<file path="src/rtl/ref_switch.sv">
module ref_switch #(
  parameter int WIN_W = 8
) (
  input  logic             clk,
  input  logic             rst_n,
  input  logic             ref_a,
  input  logic             ref_b,
  input  logic             cfg_sel_b,
  input  logic             sel_pin,
  input  logic             cfg_use_pin,
  input  logic             cfg_auto,
  input  logic             cfg_prefer_b,
  input  logic             prim_bad,
  input  logic             cfg_deglitch,
  input  logic [WIN_W-1:0] cfg_window,
  output logic             ref_out,
  output logic             active_b,
  output logic             switching,
  output logic             present_a,
  output logic             present_b
);

  typedef enum logic [1:0] {S_IDLE, S_OLD, S_NEW} state_t;

  state_t           state;
  logic [1:0]       sync1, sync2, sync3;
  logic [1:0]       rise, fall, present;
  logic [WIN_W-1:0] age [2];
  logic             tgt;

  always_ff @(posedge clk or negedge rst_n)
    if (!rst_n) begin
      sync1 <= '0;
      sync2 <= '0;
      sync3 <= '0;
    end else begin
      sync1 <= {ref_b, ref_a};
      sync2 <= sync1;
      sync3 <= sync2;
    end

  assign rise = sync2 & ~sync3;
  assign fall = ~sync2 & sync3;

  for (genvar i = 0; i < 2; i++) begin : g_mon
    always_ff @(posedge clk or negedge rst_n)
      if (!rst_n)                age[i] <= '1;
      else if (rise[i])          age[i] <= '0;
      else if (age[i] < cfg_window) age[i] <= age[i] + 1'b1;
    assign present[i] = age[i] < cfg_window;
  end

  assign present_a = present[0];
  assign present_b = present[1];

  assign tgt = cfg_auto    ? (prim_bad ? ~cfg_prefer_b : cfg_prefer_b)
             : cfg_use_pin ? sel_pin : cfg_sel_b;

  always_ff @(posedge clk or negedge rst_n)
    if (!rst_n) begin
      state    <= S_IDLE;
      active_b <= 1'b0;
    end else begin
      case (state)
        S_IDLE:
          if (tgt != active_b) begin
            if (!cfg_deglitch) active_b <= tgt;
            else               state    <= S_OLD;
          end
        S_OLD:
          if (!cfg_deglitch) begin
            active_b <= tgt;
            state    <= S_IDLE;
          end else if (tgt == active_b) state <= S_IDLE;
          else if (fall[active_b])      state <= S_NEW;
        S_NEW:
          if (!cfg_deglitch || fall[tgt]) begin
            active_b <= tgt;
            state    <= S_IDLE;
          end
        default: state <= S_IDLE;
      endcase
    end

  always_ff @(posedge clk or negedge rst_n)
    if (!rst_n) ref_out <= 1'b0;
    else        ref_out <= (state == S_NEW) ? 1'b0 : sync2[active_b];

  assign switching = (state != S_IDLE);

  assert_present_on_edge_R2: assert property (@(posedge clk) disable iff (!rst_n)
    (rise[0] && cfg_window != '0) |=> present_a);

  assert_commit_low_R7: assert property (@(posedge clk) disable iff (!rst_n)
    (!$stable(active_b) && $past(cfg_deglitch)) |-> !ref_out);

  assert_stuck_holds_R8: assert property (@(posedge clk) disable iff (!rst_n)
    (cfg_deglitch && state == S_NEW && !fall[tgt]) |=> $stable(active_b));

  assert_bypass_done_R9: assert property (@(posedge clk) disable iff (!rst_n)
    !cfg_deglitch |=> !switching);

endmodule

</file>
<file path="config.mk">
export PLATFORM = sky130hd
export DESIGN_NAME = ref_switch
export DESIGN_NICKNAME = d
export VERILOG_FILES = /design/src/rtl/ref_switch.sv
export SDC_FILE = /design/constraint.sdc
export NUM_CORES = 1
export LEC_CHECK = 0
export CAP_MARGIN = 20
export CORE_MARGIN = 2
export CORE_UTILIZATION = 48
export DETAILED_ROUTE_END_ITERATION = 8
export GPL_TIMING_DRIVEN = 0
export PLACE_DENSITY = 0.75
export SETUP_SLACK_MARGIN = 0.15
export SKIP_CTS_REPAIR_TIMING = 1
export SLEW_MARGIN = 5
export SYNTH_ARGS = -nofsm -noshare
export SYNTH_HDL_FRONTEND = slang
export SYNTH_SLANG_ARGS = --single-unit
</file>
<file path="constraint.sdc">
create_clock -name clk -period 2.35 [get_ports clk]
set_clock_uncertainty 0.15 [all_clocks]
set_input_delay 0.3525 -clock clk [delete_from_list [all_inputs] [get_ports clk]]
set_output_delay 0.3525 -clock clk [all_outputs]
set_load 0.02 [all_outputs]
</file>
==> run_results.csv <==
group,metric,value,unit
sta,period_needed,2530,ps
worst_setup_path,critPathCaptureType,"output pin",
yosys,yosysUniqueCellTypes,38,
power,clkPwrFrac,19.9,%
floorplanning,fp.coreArea,3100,sq um
power,power_frac_comb,38.7,%
floorplanning,rows,20,
sta,hold_viol_final,0,
yosys,yosysTopAreaCell,"dfstp_2",
yosys,synth_area,1600,sq um
power,p_sw_share,33.1,%
worst_setup_path,path_cells,"ha_4 -> o211a_4 -> a211oi_4 -> o31ai_4 -> buf_6 -> inv_2 -> buf_6",
worst_setup_path,ff2ff_path_depth,9,
worst_setup_path,rr_startpoint,"age[2]",
clock_tree,clock_sinks,26,
power,ir_drop,0.365,mV
sta,maxSlewHeadroom,53.3,%
worst_setup_path,critPathSlowestCell,"dfstp_2",
power,power.leakage,1.00,nW
power,p_int,1.05,mW
worst_hold_path,min_path_cells,0,
worst_setup_path,slowest_delay,590,ps
finish,drive_gt1_share,41.6,%
sta,period_share,108,%
grt,grt_max_degree,21,
worst_setup_path,crit_top_cell,"buf_6",
placed_design,numPortBuffers,23,
drt,drt_iter0_drc,73,
grt,antenna_found_initial,0,
drt,wl,4280,microns
worst_setup_path,rrSetupSlack,-120,ps
finish,fillCellCount,220,
drt,final_antenna_net_count,0,
clock_tree,cts_root_buffer,"clkbuf_4",
worst_setup_path,cp_max_fo,5,
worst_setup_path,crit_start,"age[2]",
sta,finalSetupViolations,4,
worst_setup_path,cp.required,1850,ps
worst_setup_path,worstSetupEndpoint,"present_b",
drt,wire_per_inst,16.9,microns
power,seq_power_share,41.4,%
yosys,synth_ff_type,"dfstp_2",
floorplanning,io_pins,24,
clock_tree,cts_buffers,3,
worst_setup_path,setup.worst_path.start_class,"flop",
sta,worst_pin_slew,699,ps
worst_setup_path,cp.arrival,2030,ps
clock_tree,htree_levels,1,
clock_tree,path_clk_slew,150,ps
finish,stdcell_count,253,
placed_design,dpl_worst_slack,-948,ps
yosys,seq_area_frac_synth,42.0,%
floorplanning,start_util,51.5,%
floorplanning,die_area,3800,sq um
yosys,synth_seq_cells,26,
power,p_per_area,671,nW/um^2
sta,max_freq,0.395,GHz
floorplanning,die_w,61.7,microns
placed_design,gp_congestion,0.827,
clock_tree,insertion_delay,330,ps
clock_tree,cts_tree,"built",
yosys,synthArstFlopShare,100,%
worst_setup_path,r2r-end,"age[2]",
yosys,synth-edff-count,0,
yosys,synth_cells,164,
drt,drt-pass1-iter-count,4,
yosys,yosysWarnings,0,
grt,grt-ovfl-total,0,
drt,drc,0,
sta,rsz0062_at_grt,"true",
grt,grt_pass1_wl,5530,microns
finish,syn_to_final_growth,46.0,%
yosys,synth_area_leaders,"dfstp_2 26%, dfrtp_1 16%, ha_1 13%",
finish,nNetsFinal,245,
placed_design,dp.cells,232,
yosys,synth_fp_nets,199,
worst_hold_path,hp-class,"reg2reg",
run_status,status,"complete, but fails checks",
drt,vias,1483,
grt,grt_util_all_layers,19.4,%
yosys,netlist.area_leader.share,26.3,%
job,cap_violations,0,
power,switching_power,518,uW
sta,fin_ws,-184,ps
clock_tree,ctsLongestPathBuffers,2,
floorplanning,die_h,61.7,microns
placed_design,dpl.hpwl,2690,microns
drt,viasPerCell,5.86,
yosys,syn_avg_cell_area,9.73,sq um
finish,seqCellArea,672,sq um
yosys,synth_commonest_cells,"16 x dfstp_2, 16 x ha_1, 14 x a21oi_1",
run_status,violations,"setup timing",
worst_setup_path,critPathKind,"reg2out",
grt,grt_pass1_vias,1351,
sta,drv_slew,0,
sta,setup_tns,-524,ps
finish,diodes,0,
finish,multi_input_area,1070,sq um
[worst max-delay path, delay by kind of cell (launching register included)]
family / cells / cell delay, ps
flip-flops: 1 / 590
adder cells (fa/ha/maj): 1 / 200
buffers and inverters: 3 / 300
AO/OA/AOI/OAI: 3 / 620
[cell type report]
cell class	count	share of cell area [%]
clock buffer	3	0.966
timing repair buffer	41	16.9
clock inverter	1	1.29
multi-input combinational	121	46.0
buffer	4	1.61
tap	44	2.36
inverter	13	2.09
sequential	26	28.8
[metal layers]
metal / vias up / wire [microns] / share of wire, % / track usage [%]
li1: 684 / - / - / -
met1: 734 / 1700 / 40 / 22.1
met2: 52 / 2290 / 54 / 38.3
met3: 13 / 206 / 4.8 / 1.89
met4: 0 / 83 / 1.9 / 4.56
met5: - / 0 / 0 / 0
[placed cells by master (no fill, tap or decap), drive strengths merged, types with 2 or more instances in the layout]
master,Yosys,layout
mux2i,6,6
or4,7,7
or2,2,2
dfrtp,10,10
a21oi,15,15
xor2,2,2
dfstp,16,16
o211a,2,2
o21ai,10,10
nand2,13,13
nand3,7,7
nand2b,5,5
inv,13,13
clkbuf,2,3
nor4,2,2
buf,2,24
o31ai,7,7
clkdlybuf4s50,0,17
or3,7,7
ha,16,16
nor2b,4,4
nor2,4,4
dlymetal6s2s,0,4
a21o,3,3
[power by group through the flow]
stage                     clock network (mW)  logic, mW  registers [mW]
after global placement                     0      0.351           0.650
after floorplan                            0      0.259           0.634
after detailed placement                   0      0.382           0.655
after global routing                   0.333      0.655           0.658
after CTS                              0.313      0.384           0.647
final                                  0.312      0.605           0.648
[kinds of logic (layout without fill, tap and decap cells)]
group | count (synthesis) | after routing | share of synthesized area (%)
AND/OR/NAND/NOR | 53 | 53 | 18.4
AO/OA/AOI/OAI | 42 | 42 | 16.9
flip-flops | 26 | 26 | 42.0
buffers and inverters | 17 | 62 | 4.07
adder cells (fa/ha/maj) | 16 | 16 | 12.5
multiplexers | 7 | 7 | 4.47
XOR/XNOR | 3 | 3 | 1.65
[metrics by stage]
step,hold slack [ps],cell area [sq um],total power [mW],utilization (%)
after floorplan,-93.1,1600,0.892,-
after global placement,186,1890,1.00,60.8
after detailed placement,190,1900,1.04,61.3
final,220,2330,1.56,75.1
after CTS,223,1960,1.34,63.0
after global routing,233,2330,1.65,75.1
[flip-flops by register name (all words and copies together) (netlist names)]
name      flops
age          16
state         2
sync1         2
sync2         2
sync3         2
active_b      1
ref_out       1
[worst min-delay path by stage]
| stage | slack, ps | end | start |
|---|---|---|---|
| floorplan | -90 | active_b | rst_n |
| global placement | 190 | sync2[1] | sync1[1] |
| detailed placement | 190 | sync2[0] | sync1[0] |
| CTS | 220 | sync2[0] | sync1[0] |
| global route | 230 | sync2[1] | sync1[1] |
| finish | 220 | sync2[0] | sync1[0] |
(Power assumes the default switching activity.)
